### src/rtl/gpio_aggr_pkg.sv
package gpio_aggr_pkg;
    localparam int SET_MAX    = 5;
    localparam int SET_PINS   = 32;
    localparam int BANK_PINS  = 16;
    localparam int BANK_MAX   = SET_MAX * 2;
    localparam int NUM_W      = 8;
    localparam int EN_ADDR    = 'h08;
    localparam int SET0_BASE  = 'h10;
    localparam int SET_STRIDE = 'h28;
    localparam int STAT_OFS   = 'h24;

    typedef enum logic [1:0] {
        ACC_NONE,
        ACC_ENABLE,
        ACC_STATUS
    } acc_kind_e;
endpackage

### src/rtl/gpio_pend_set.sv
module gpio_pend_set #(
    parameter int W = 32
) (
    input  logic         clk,
    input  logic         rst_n,
    input  logic [W-1:0] evt_i,
    input  logic         clr_stb_i,
    input  logic [W-1:0] clr_mask_i,
    output logic [W-1:0] pend_o
);
    logic [W-1:0] pend_q;
    logic [W-1:0] clr_eff;

    always_comb clr_eff = clr_stb_i ? clr_mask_i : '0;

    always_ff @(posedge clk or negedge rst_n) begin
        if (!rst_n) pend_q <= '0;
        else        pend_q <= (pend_q & ~clr_eff) | evt_i;
    end

    assign pend_o = pend_q;

    AST_PEND_STICKY: assert property (@(posedge clk) disable iff (!rst_n)
        !clr_stb_i |=> ((pend_o & $past(pend_o)) == $past(pend_o)));
    AST_EVT_CAPTURED: assert property (@(posedge clk) disable iff (!rst_n)
        (|evt_i) |=> ((pend_o & $past(evt_i)) == $past(evt_i)));
endmodule

### src/rtl/gpio_bank_gate.sv
module gpio_bank_gate #(
    parameter int W = 16
) (
    input  logic         clk,
    input  logic         rst_n,
    input  logic [W-1:0] bits_i,
    input  logic         en_i,
    output logic         irq_o
);
    logic irq_q;

    always_ff @(posedge clk or negedge rst_n) begin
        if (!rst_n) irq_q <= 1'b0;
        else        irq_q <= en_i & (|bits_i);
    end

    assign irq_o = irq_q;

    AST_GATE_NEEDS_EN: assert property (@(posedge clk) disable iff (!rst_n)
        irq_o |-> $past(en_i));
    AST_GATE_NEEDS_BIT: assert property (@(posedge clk) disable iff (!rst_n)
        irq_o |-> $past(|bits_i));
endmodule

### src/rtl/gpio_irq_prio.sv
module gpio_irq_prio #(
    parameter int N     = 160,
    parameter int NUM_W = 8
) (
    input  logic             clk,
    input  logic             rst_n,
    input  logic [N-1:0]     req_i,
    output logic [NUM_W-1:0] num_o,
    output logic             vld_o
);
    logic [NUM_W-1:0] num_d;
    logic             vld_d;
    logic [NUM_W-1:0] num_q;
    logic             vld_q;

    always_comb begin
        num_d = '0;
        vld_d = 1'b0;
        for (int i = N - 1; i >= 0; i--) begin
            if (req_i[i]) begin
                num_d = NUM_W'(i);
                vld_d = 1'b1;
            end
        end
    end

    always_ff @(posedge clk or negedge rst_n) begin
        if (!rst_n) begin
            num_q <= '0;
            vld_q <= 1'b0;
        end else begin
            num_q <= num_d;
            vld_q <= vld_d;
        end
    end

    assign num_o = num_q;
    assign vld_o = vld_q;

    AST_NUM_FROM_REQ: assert property (@(posedge clk) disable iff (!rst_n)
        vld_o |-> $past(|req_i));
endmodule

### src/rtl/gpio_irq_aggr.sv
module gpio_irq_aggr
    import gpio_aggr_pkg::*;
#(
    parameter int NSETS       = 5,
    parameter int DIRECT_PINS = 0,
    parameter int ADDR_W      = 8
) (
    input  logic                  clk,
    input  logic                  rst_n,
    input  logic [ADDR_W-1:0]     bus_addr,
    input  logic                  bus_wr,
    input  logic [31:0]           bus_wdata,
    input  logic                  bus_rd,
    output logic [31:0]           bus_rdata,
    input  logic [NSETS*32-1:0]   pin_evt,
    output logic [BANK_MAX-1:0]   bank_irq,
    output logic [31:0]           direct_irq,
    output logic [NUM_W-1:0]      irq_num,
    output logic                  irq_num_vld
);
    localparam bit               BANKED    = (DIRECT_PINS == 0);
    localparam int               LIVE_BANKS = 2 * NSETS;
    localparam logic [BANK_MAX-1:0] LIVE_MASK =
        BANK_MAX'((1 << LIVE_BANKS) - 1);
    localparam int               FLAT_W    = SET_MAX * SET_PINS;

    acc_kind_e          acc_kind;
    logic [2:0]         acc_set;
    logic [BANK_MAX-1:0] en_q;
    logic [FLAT_W-1:0]  pend_all;
    logic [FLAT_W-1:0]  prio_req;

    // address decode
    always_comb begin
        acc_kind = ACC_NONE;
        acc_set  = '0;
        if (32'(bus_addr) == EN_ADDR) acc_kind = ACC_ENABLE;
        for (int k = 0; k < NSETS; k++) begin
            if (32'(bus_addr) == SET0_BASE + k * SET_STRIDE + STAT_OFS) begin
                acc_kind = ACC_STATUS;
                acc_set  = 3'(k);
            end
        end
    end

    // bank-enable register
    always_ff @(posedge clk or negedge rst_n) begin
        if (!rst_n) en_q <= '0;
        else if (bus_wr && acc_kind == ACC_ENABLE)
            en_q <= bus_wdata[BANK_MAX-1:0] & LIVE_MASK;
    end

    // read mux
    always_comb begin
        bus_rdata = '0;
        if (bus_rd) begin
            unique case (acc_kind)
                ACC_ENABLE: bus_rdata = 32'(en_q);
                ACC_STATUS: bus_rdata = pend_all[{acc_set, 5'd0} +: 32];
                default:    bus_rdata = '0;
            endcase
        end
    end

    // pending register sets
    for (genvar k = 0; k < SET_MAX; k++) begin : g_set
        if (k < NSETS) begin : g_live
            logic clr_stb;
            assign clr_stb = bus_wr && (acc_kind == ACC_STATUS) && (acc_set == 3'(k));
            gpio_pend_set #(.W(SET_PINS)) set_i (
                .clk       (clk),
                .rst_n     (rst_n),
                .evt_i     (pin_evt[k*SET_PINS +: SET_PINS]),
                .clr_stb_i (clr_stb),
                .clr_mask_i(bus_wdata),
                .pend_o    (pend_all[k*SET_PINS +: SET_PINS])
            );
        end else begin : g_absent
            assign pend_all[k*SET_PINS +: SET_PINS] = '0;
        end
    end

    // bank lines and priority request vector
    for (genvar b = 0; b < BANK_MAX; b++) begin : g_bank
        if (BANKED && b < LIVE_BANKS) begin : g_gate
            gpio_bank_gate #(.W(BANK_PINS)) gate_i (
                .clk   (clk),
                .rst_n (rst_n),
                .bits_i(pend_all[b*BANK_PINS +: BANK_PINS]),
                .en_i  (en_q[b]),
                .irq_o (bank_irq[b])
            );
            assign prio_req[b*BANK_PINS +: BANK_PINS] =
                pend_all[b*BANK_PINS +: BANK_PINS] & {BANK_PINS{en_q[b]}};
        end else begin : g_tie
            assign bank_irq[b] = 1'b0;
            assign prio_req[b*BANK_PINS +: BANK_PINS] = '0;
        end
    end

    gpio_irq_prio #(.N(FLAT_W), .NUM_W(NUM_W)) prio_i (
        .clk  (clk),
        .rst_n(rst_n),
        .req_i(prio_req),
        .num_o(irq_num),
        .vld_o(irq_num_vld)
    );

    // direct per-pin lines
    for (genvar i = 0; i < 32; i++) begin : g_dir
        if (!BANKED && i < DIRECT_PINS) begin : g_pin
            logic dq;
            always_ff @(posedge clk or negedge rst_n) begin
                if (!rst_n) dq <= 1'b0;
                else        dq <= pend_all[i] & en_q[i/BANK_PINS];
            end
            assign direct_irq[i] = dq;
            AST_DIRECT_NEEDS_EN: assert property (@(posedge clk) disable iff (!rst_n)
                dq |-> $past(en_q[i/BANK_PINS]));
        end else begin : g_off
            assign direct_irq[i] = 1'b0;
        end
    end

    AST_NUM_HAS_ENABLE: assert property (@(posedge clk) disable iff (!rst_n)
        irq_num_vld |-> $past(|en_q));
    AST_DEAD_BANKS_LOW: assert property (@(posedge clk) disable iff (!rst_n)
        (bank_irq & ~LIVE_MASK) == '0);
    AST_EN_UNMAPPED_WRITE: assert property (@(posedge clk) disable iff (!rst_n)
        (bus_wr && acc_kind == ACC_NONE) |=> $stable(en_q));
endmodule

### config.mk
export PLATFORM = sky130hd
export DESIGN_NAME = gpio_irq_aggr
export DESIGN_NICKNAME = d
export VERILOG_FILES = /design/src/rtl/gpio_aggr_pkg.sv /design/src/rtl/gpio_pend_set.sv /design/src/rtl/gpio_bank_gate.sv /design/src/rtl/gpio_irq_prio.sv /design/src/rtl/gpio_irq_aggr.sv
export SDC_FILE = /design/constraint.sdc
export NUM_CORES = 1
export LEC_CHECK = 0
export ABC_AREA = 1
export BUFFER_PORTS_ARGS = -buffer_cell sky130_fd_sc_hd__buf_2
export CAP_MARGIN = 25
export CORE_MARGIN = 4
export CORE_UTILIZATION = 51
export CTS_BUF_LIST = sky130_fd_sc_hd__clkbuf_8 sky130_fd_sc_hd__clkbuf_16
export DETAILED_ROUTE_END_ITERATION = 8
export GPL_ROUTABILITY_DRIVEN = 0
export PLACE_DENSITY = 0.78
export SLEW_MARGIN = 10
export SYNTH_ARGS = -nofsm -noshare
export SYNTH_HDL_FRONTEND = slang
export SYNTH_HIERARCHICAL = 1
export SYNTH_SLANG_ARGS = --single-unit
### constraint.sdc
create_clock -name clk -period 7.31 [get_ports clk]
set_input_delay 1.0965 -clock clk [delete_from_list [all_inputs] [get_ports clk]]
set_output_delay 1.0965 -clock clk [all_outputs]
set_load 0.02 [all_outputs]
==> out/metrics.cfg, run 1 <==
[status]
outcome=complete, but fails checks
violations=setup timing

[job]
maxCapViolCount=0

[detailed_routing]
postRouteAntennaNets=0
first_iter_violations=1665
vias=15300
wl_um=47700
wl_per_cell_um=15.6
drt_first_pass_iters=7
drc=0
viasPerCell=4.98

[setup_path]
path_class=register to register
critical-path-top-delay-family=simple AND/OR/NAND/NOR gates
setup.worst_path.end_class=register
cp_slowest_stage_delay_ns=0.42
crit_buf_inv=2
crit_path_max_fanout=6
cpMostUsedCell=nand2_1
crit_slowest_cell=dfrtp_2
arrival_ns=8.96
reg2reg_depth=161
crit_path_start_kind=register
critPathRequiredTime_ns=7.64
cp_num_cells=161

[placement]
port-buffer-count=254
detailed_place_hpwl_um=37100
dpl-instance-area_sq_um=16100

[timing]
skew_ns=0.0137
rsz0062_at_grt=yes
fmax_mhz=116
worst_pin_slew_ns=1.00
final-hold-violation-count=0
finalCriticalPeriod_ns=8.62
slew_viol_final=0
slew_headroom_pct=33.0
fin_crit_sh_pct=118
finalSetupViolCount=1
layout_setup_ws_ns=-1.31

[finish]
design_area_sq_um=16800
final_layout_size_suffix_gt1_share_pct=15.8
fin_nets=2881
synthToLayoutAreaGrowth_pct=15.8
antenna_cells=0

[global_routing]
grt_pass1_wl_um=74000
grt_overflow_total=0
grt_start_max_net_pins=117
grt.total_usage_pct=30.1
antenna_found_initial=1
first_global_vias=14200

[yosys]
synth_cell_types=39
synth_edf_count=0
avgSynthCellArea_sq_um=6.00
yosysWarnings=6
yosys-top-cells-count=1079 x nand2_1, 508 x inv_1, 211 x nor2_1
yosysTopAreaCell=dfrtp_1
netlist_top_cells_area=dfrtp_1 33%, nand2_1 28%, inv_1 13%
synth_ff_type=dfrtp_1
syn-cell-area_sq_um=14500
yosysMostFrequentCell=nand2_1
synthCells=2416
yosysSeqAreaShare_pct=32.6
ys_ff_latch=189
synthArstFlopShare_pct=100
synth_top_area_share_pct=32.6

[power_and_ir_drop]
power_mw=2.87
combPwrFrac_pct=26.8
p_seq_share_pct=37.8
net-switching-power_mw=0.961
clkPwrFrac_pct=35.5
p_leak_nw=10.7
switching_share_pct=33.5
power.density_nw_per_um2=171
ir_worst_vdd_mv=0.169
p_int_mw=1.91

[clock_network]
cts_sinks=189
cts_setup_buffers=0
clock_latency_ns=0.44
cts_tree=done
numCtsBuffers=17
clockBufferDepth=2
root_buffer=clkbuf_16
h-tree-depth=4
cts.clk_slew.worst_paths_ns=0.08
postCtsHoldBufs=0

[floorplan]
start_util_pct=51.9
pin_count=287
core_sq_um=27900
dieWidth_um=177
die_h_um=177
rows=61
dieArea_sq_um=31200

[min_path]
hold_path.class=primary input to asynchronous set/reset pin

-- routing by layer --
metal  global-route usage (%)  share of wire [%]  vias up
met5                        0              0.027        -
met4                     17.9                6.8        2
met3                     5.17                 11      132
met2                     46.0                 43      905
met1                     40.1                 40     6798
li1                         -                  -     7418
-- power by group through the flow --
stage | registers [mW] | logic, mW | clock network [mW]
2_1_floorplan | 1.12 | 0.503 | 0
3_3_place_gp | 1.11 | 0.739 | 0
3_5_place_dp | 1.11 | 0.751 | 0
4_1_cts | 1.09 | 0.757 | 1.03
5_1_grt | 1.09 | 0.872 | 1.07
6_report | 1.09 | 0.768 | 1.02
-- per-stage QoR --
step           TNS (ns)  cells  utilization [%]  setup slack [ns]  hold slack [ns]
2_1_floorplan    -0.190   2447                -            -0.190            0.468
3_3_place_gp     -0.894   3031             57.6            -0.894            0.498
3_5_place_dp      -1.15   3031             57.6             -1.15            0.507
4_1_cts           -1.20   3063             59.9             -1.20            0.525
5_1_grt           -2.73   3066             60.1             -2.73            0.515
6_report          -1.31   3066             60.1             -1.31            0.518
-- repair_timing --
action	CTS	global route
pin swaps	1	0
gates resized for setup	1	1
setup endpoints to repair	1	1
gates cloned	0	0
-- worst reg2reg max path: cells and delay by family (launching register included) --
| kind | cells | cell delay, ns |
|---|---|---|
| simple gates | 158 | 7.95 |
| buf+inv | 2 | 0.12 |
| flops | 1 | 0.42 |
| compound gates | 1 | 0.05 |
-- cell usage in the layout (no fill, tap or decap), types with 2 or more instances in the layout --
cell type	netlist	layout
clkinvlp_4	0	2
nor2_1	211	207
nor2_4	1	2
inv_2	20	20
conb_1	1	32
ha_1	2	2
o311ai_1	2	2
inv_8	0	4
o31ai_1	2	2
buf_16	0	2
o21ai_1	6	6
nand2_1	1079	1078
nand4_1	3	3
inv_6	0	5
o21ai_0	33	33
clkbuf_16	0	17
a21oi_1	47	47
a311oi_1	2	2
nand3_1	96	96
a31oi_1	4	4
o211ai_1	11	11
mux2_2	10	10
clkinv_1	2	2
buf_2	16	253
buf_4	39	50
inv_1	508	508
nand2_4	2	2
dfrtp_1	189	188
bufinv_16	0	3
nand2_2	3	4
nor3_1	10	9
nand3b_1	13	13
a21boi_0	3	3
bufinv_8	40	40
nor2_2	3	6
nor4_1	8	8
-- cells by family (layout without fill, tap and decap cells) --
| group | count (synthesis) | in the layout | share of synthesized area, % |
|---|---|---|---|
| and+or+nand+nor | 1431 | 1431 | 38.8 |
| buffers and inverters | 668 | 909 | 23.2 |
| DFF | 189 | 189 | 32.6 |
| AOI/OAI and AO/OA | 115 | 115 | 4.49 |
| muxes | 10 | 10 | 0.776 |
| adders and majority gates | 2 | 2 | 0.172 |
| other | 1 | 32 | 0.0259 |
-- worst paths after layout --
path                                                        from                          endpoint  slack, ns
max in group asynchronous                                  rst_n   g_set[0].g_live.set_i/pend_o[6]       5.93
worst min register to register  g_set[4].g_live.set_i/pend_o[29]  g_set[4].g_live.set_i/pend_o[29]       0.52
worst min-delay path                                       rst_n  g_set[2].g_live.set_i/pend_o[24]       0.52
min in group clk                g_set[4].g_live.set_i/pend_o[29]  g_set[4].g_live.set_i/pend_o[29]       0.52
worst max register to register                           en_q[9]                   prio_i/num_o[0]      -1.31
worst max-delay path                                     en_q[9]                   prio_i/num_o[0]      -1.31
-- layout make-up --
type	instances	area (sq um)
inverter	570	2690
sequential	189	4730
tap	378	473
multi-input combinational	1590	6560
clock inverter	15	199
fill	2706	11100
timing repair buffer	307	1720
clock buffer	17	425
-- sequential cells by signal, summed over array words and instances (netlist names) --
register,cells
prio_i/num_o,8
g_set.g_live.set_i/pend_o,160
prio_i/vld_o,1
g_bank.g_gate.gate_i/irq_o,10
en_q,10
(Power assumes the default switching activity.)
==> inputs of run 2 (changes only) <==
- CORE_UTILIZATION: 51 -> 55
- PLACE_DENSITY: 0.78 -> 0.8
- clock period: 7.31 -> 10.5 ns (I/O delays scaled with it)
==> out/metrics.cfg, run 2 (synthesized netlist as in run 1, its figures left out) <==
[timing]
slew_headroom_pct=42.4  ; +9.4 points
fin_crit_sh_pct=83.9  ; -34 points
finalSetupViolCount=0  ; -1
fmax_mhz=114  ; -2.1%
skew_ns=0.00989  ; -0.00381 ns
rsz0062_at_grt=no
finalCriticalPeriod_ns=8.81  ; +0.182 ns
fin_tns_setup_ns=0  ; +1.31 ns
slew_viol_final=0  ; unchanged
final-hold-violation-count=0  ; unchanged
worst_pin_slew_ns=0.864  ; -0.140 ns

[finish]
final_common_cell=nand2_1
mostFrequentLayoutCells=1079 x nand2_1, 508 x inv_1, 253 x buf_2
fin_nets=2838  ; -1.5%
design_area_sq_um=16300  ; -2.8%
synthToLayoutAreaGrowth_pct=12.5
final_layout_size_suffix_gt1_share_pct=14.4  ; -1.4 points
largest_register_ffs=160  ; unchanged
antenna_cells=0  ; unchanged

[global_routing]
first_global_vias=14000  ; -1.2%
grt.total_usage_pct=31.4  ; +1.3 points
grt_pass1_wl_um=72000  ; -2.6%
antenna_found_initial=1  ; unchanged
grt_start_max_net_pins=69  ; -41%
grt_overflow_total=0  ; unchanged

[power_and_ir_drop]
ir_worst_vdd_mv=0.110  ; -35%
power_mw=1.94  ; -32%
p_leak_nw=10.5  ; -2.1%
power.density_nw_per_um2=119  ; -30%

[clock_network]
cts.clk_slew.worst_paths_ns=0.08  ; about the same
clock_latency_ns=0.44  ; about the same
postCtsHoldBufs=0  ; unchanged
cts_sinks=189  ; unchanged
h-tree-depth=4  ; unchanged
numCtsBuffers=17  ; unchanged
root_buffer=clkbuf_16
cts_tree=done
clockBufferDepth=2  ; unchanged
cts_resized=0  ; -1
cts_setup_buffers=0  ; unchanged

[setup_path]
path_class=register to register
crit_path_max_fanout=19  ; +13
reg2reg_to=prio_i/num_o[0]
reg2reg_setup_slack_ns=1.69  ; +3.01 ns
crit_slowest_cell=dfrtp_2
cp_num_cells=161  ; unchanged
crit_buf_inv=2  ; unchanged
cpMostUsedCell=nand2_1
cp_slowest_stage_delay_ns=0.60  ; +0.18 ns
critical-path-top-delay-family=simple AND/OR/NAND/NOR gates
arrival_ns=9.14  ; +0.18 ns
crit-reg2reg-launch=en_q[9]
critPathRequiredTime_ns=10.83  ; +3.19 ns
reg2reg_depth=161  ; unchanged
setup.worst_path.end_class=register
crit_path_start_kind=register
cp-endpoint=prio_i/num_o[0]
startpoint=en_q[9]

[floorplan]
pin_count=287  ; unchanged
rows=59  ; -3.3%
die_h_um=170  ; -3.5%
dieArea_sq_um=29000  ; -7.0%
start_util_pct=55.8  ; +3.9 points
dieWidth_um=170  ; -3.5%
core_sq_um=26000  ; -7.0%

[detailed_routing]
postRouteAntennaNets=0  ; unchanged
first_iter_violations=1762  ; +5.8%
wl_per_cell_um=15.5  ; -0.44%
vias=15100  ; -1.1%
drt_first_pass_iters=6  ; -1
viasPerCell=5.06  ; +1.8%
drc=0  ; unchanged
wl_um=46200  ; -3.2%

[placement]
port-buffer-count=254  ; unchanged
detailed_place_hpwl_um=35600  ; -4.0%
dpl-instance-area_sq_um=15700  ; -2.3%

[status]
outcome=finished clean

[min_path]
hold_path.class=register to register

[job]
maxCapViolCount=0  ; unchanged

## run 2: changes by cell type in the layout (fill, tap and decap cells not counted), moves of 2 or more
cell,delta
clkinvlp_4,-2
clkinv_2,+2
buf_4,-41
clkinv_4,+2
bufinv_16,-2
buf_16,-2
## run 2: worst min path at each step
| stage | startpoint | cells past startpoint | endpoint | slack, ns |
|---|---|---|---|---|
| finish | g_set[4].g_live.set_i/pend_o[17] | 2 | g_set[4].g_live.set_i/pend_o[17] | 0.53 |
| global route | g_set[2].g_live.set_i/pend_o[8] | 2 | g_set[2].g_live.set_i/pend_o[8] | 0.55 |
| CTS | g_set[4].g_live.set_i/pend_o[17] | 2 | g_set[4].g_live.set_i/pend_o[17] | 0.52 |
| detailed placement | g_set[4].g_live.set_i/pend_o[17] | 2 | g_set[4].g_live.set_i/pend_o[17] | 0.50 |
| global placement | g_set[4].g_live.set_i/pend_o[31] | 2 | g_set[4].g_live.set_i/pend_o[31] | 0.50 |
| floorplan | en_q[0] | 2 | g_bank[0].g_gate.gate_i/irq_o | 0.47 |
## run 2: power by group
| part | switching (mW) | internal [mW] | total [mW] |
|---|---|---|---|
| clock network | 0.324 | 0.337 | 0.661 |
| logic | 0.327 | 0.197 | 0.523 |
| registers | 0.0148 | 0.743 | 0.758 |
| total | 0.665 | 1.28 | 1.94 |
## run 2: routing by layer
layer  track usage, %  wire length, um
met4             19.2             3320
met2             48.2            19800
met1             41.6            18500
met3             5.34             4580
met5                0               13
## run 2: area by class of cell
| type | instances | area (sq um) |
|---|---|---|
| inverters | 570 | 2690 |
| clock inverters | 15 | 149 |
| clock buffers | 17 | 425 |
| fillers | 2529 | 9660 |
| multi-input cells | 1590 | 6550 |
| repair buffers | 264 | 1360 |
| flip-flops and latches | 189 | 4730 |
| well taps | 335 | 419 |
## run 2: tightest hold or removal path, stage by stage, from the launching register on
cell	delay [ns]
dfrtp_1	0.39
nand2_1	0.07
nand2_1	0.05
## run 2: per-stage QoR
step	instances	worst slack [ns]	utilization (%)	hold slack, ns
final	2980	1.69	62.8	0.529
after global routing	2980	0.0917	62.8	0.554
after CTS	2979	1.66	62.8	0.520
after detailed placement	2947	1.78	60.6	0.501
after global placement	2947	2.00	60.6	0.496
after floorplan	2447	2.76	-	0.468
==> inputs of run 3 (changes only) <==
- CORE_UTILIZATION: 55 -> 51
- PLACE_DENSITY: 0.8 -> 0.78
- clock period: 10.5 -> 7.45 ns (I/O delays scaled with it)
==> out/metrics.cfg, run 3 (synthesized netlist as in run 1, its figures left out) <==
[status]
outcome=complete, but fails checks
violations=setup timing

[detailed_routing]
drt_first_pass_iters=6  ; unchanged
wl_um=47600  ; +3.1%
wl_per_cell_um=15.6  ; +0.48%
drc=0  ; unchanged
postRouteAntennaNets=0  ; unchanged
first_iter_violations=1973  ; +12%
vias=15200  ; +0.58%
viasPerCell=4.96  ; -2.0%

[job]
maxCapViolCount=0  ; unchanged

[floorplan]
dieWidth_um=177  ; +3.7%
dieArea_sq_um=31200  ; +7.5%
start_util_pct=51.9  ; -3.9 points
core_sq_um=27900  ; +7.5%
pin_count=287  ; unchanged
rows=61  ; +3.4%
die_h_um=177  ; +3.7%

[setup_path]
startpoint=en_q[9]
crit_slowest_cell=dfrtp_2
cpMostUsedCell=nand2_1
setup.worst_path.end_class=register
path_class=register to register
cp_slowest_stage_delay_ns=0.46  ; -0.14 ns
reg2reg_setup_slack_ns=-1.00  ; -2.70 ns
crit-reg2reg-launch=en_q[9]
arrival_ns=8.83  ; -0.31 ns
crit_path_start_kind=register
crit_path_max_fanout=6  ; -13
critPathRequiredTime_ns=7.83  ; -3.00 ns

[clock_network]
root_buffer=clkbuf_16
cts_tree=done
clock_latency_ns=0.45  ; about the same
postCtsHoldBufs=0  ; unchanged
cts_sinks=189  ; unchanged
cts.clk_slew.worst_paths_ns=0.08  ; about the same
cts_setup_buffers=0  ; unchanged
numCtsBuffers=17  ; unchanged
h-tree-depth=4  ; unchanged
clockBufferDepth=2  ; unchanged

[finish]
largest_register_ffs=160  ; unchanged
post-route-util_pct=59.8  ; -3.1 points
final_common_cell=nand2_1
final_layout_size_suffix_gt1_share_pct=15.9  ; +1.4 points
design_area_sq_um=16700  ; +2.3%
synthToLayoutAreaGrowth_pct=15.1
fin_nets=2873  ; +1.2%
fill_cells=2753  ; +8.9%
mostFrequentLayoutCells=1073 x nand2_1, 506 x inv_1, 253 x buf_2
final_cells=3059  ; +2.7%

[min_path]
hold_path.class=register to register
hold_start=g_set[0].g_live.set_i/pend_o[10]

[power_and_ir_drop]
ir_worst_vdd_mv=0.173  ; +57%
clkPwrFrac_pct=34.9  ; +0.9 points
switching_share_pct=34.5  ; +0.26 points
p_leak_nw=10.6  ; +1.6%
power.density_nw_per_um2=167  ; +40%
p_seq_share_pct=38.2  ; -0.8 points
p_int_mw=1.82  ; +43%
net-switching-power_mw=0.961  ; +45%
combPwrFrac_pct=26.9  ; about the same

[global_routing]
grt.total_usage_pct=30.1  ; -1.3 points
first_global_vias=14300  ; +1.8%
grt_overflow_total=0  ; unchanged
grt_start_max_net_pins=68  ; -1.4%
grt_pass1_wl_um=74400  ; +3.2%
antenna_found_initial=2  ; +1

[timing]
worst_pin_slew_ns=1.08  ; +0.219 ns
fin_crit_sh_pct=113  ; +30 points
slew_viol_final=0  ; unchanged
fmax_mhz=118  ; +4.2%
skew_ns=0.0113  ; +0.00141 ns
finalSetupViolCount=1  ; +1
finalCriticalPeriod_ns=8.45  ; -0.353 ns
whs_ns=0.532  ; +0.00354 ns
layout_setup_ws_ns=-1.00  ; -2.70 ns
slew_headroom_pct=27.7  ; -15 points
rsz0062_at_grt=yes
final-hold-violation-count=0  ; unchanged

[placement]
post-place-ws_ns=-0.907  ; -2.69 ns
detailed_place_hpwl_um=37000  ; +3.9%
port-buffer-count=254  ; unchanged
dpl-instance-area_sq_um=16100  ; +2.1%
post-place-cells=3026  ; +2.7%

[run 3: layout make-up]
class | instances | area, sq um | area share (%)
Antenna cell | 1 | 2.50 | 0.0150
Clock buffer | 18 | 439 | 2.63
Clock inverter | 14 | 173 | 1.03
Inverter | 570 | 2690 | 16.1
Multi-Input combinational cell | 1590 | 6560 | 39.3
Sequential cell | 189 | 4730 | 28.3
Tap cell | 378 | 473 | 2.83
Timing Repair Buffer | 299 | 1620 | 9.71
[run 3: final timing paths]
| path | to | depth (start not counted) |
|---|---|---|
| min | g_set[0].g_live.set_i/pend_o[10] | 2 |
| min in group asynchronous | g_set[2].g_live.set_i/pend_o[21] | 1 |
| max in group asynchronous | en_q[7] | 2 |
| max reg2reg | prio_i/num_o[0] | 161 |
| max | prio_i/num_o[0] | 161 |
| min reg2reg | g_set[0].g_live.set_i/pend_o[10] | 2 |
[run 3: critical path: cells and delay by family, from the launching register on]
kind | cells | cell delay (ns)
AND/OR/NAND/NOR | 158 | 7.73
flip-flops | 1 | 0.46
buffers and inverters | 2 | 0.09
AO/OA/AOI/OAI | 1 | 0.12
[run 3: stage by stage]
stage / total power [mW] / setup TNS [ns]
2_1_floorplan: 1.59 / -0.0498
3_3_place_gp: 1.81 / -0.748
3_5_place_dp: 1.82 / -0.907
4_1_cts: 2.78 / -0.910
5_1_grt: 2.94 / -2.70
6_report: 2.78 / -1.00
[run 3: power groups by stage]
stage	Clock [mW]	Sequential (mW)	Combinational, mW
floorplan	0	1.10	0.494
global placement	0	1.08	0.725
detailed placement	0	1.08	0.733
CTS	0.978	1.06	0.738
global route	1.02	1.07	0.854
finish	0.972	1.06	0.748
[run 3: timing repair]
item / 4_1_cts / 5_1_grt
gates resized for setup: 5 / 5
setup endpoints to repair: 1 / 1
pin swaps: 0 / 2
[run 3: routing by layer]
metal  vias up  part of all wire [%]  track usage [%]
li1       7394                     -                -
met4         2                   5.9             15.7
met2       927                    44             47.7
met5         -                 0.027                0
met1      6731                    40             40.2
met3       126                    11             4.49
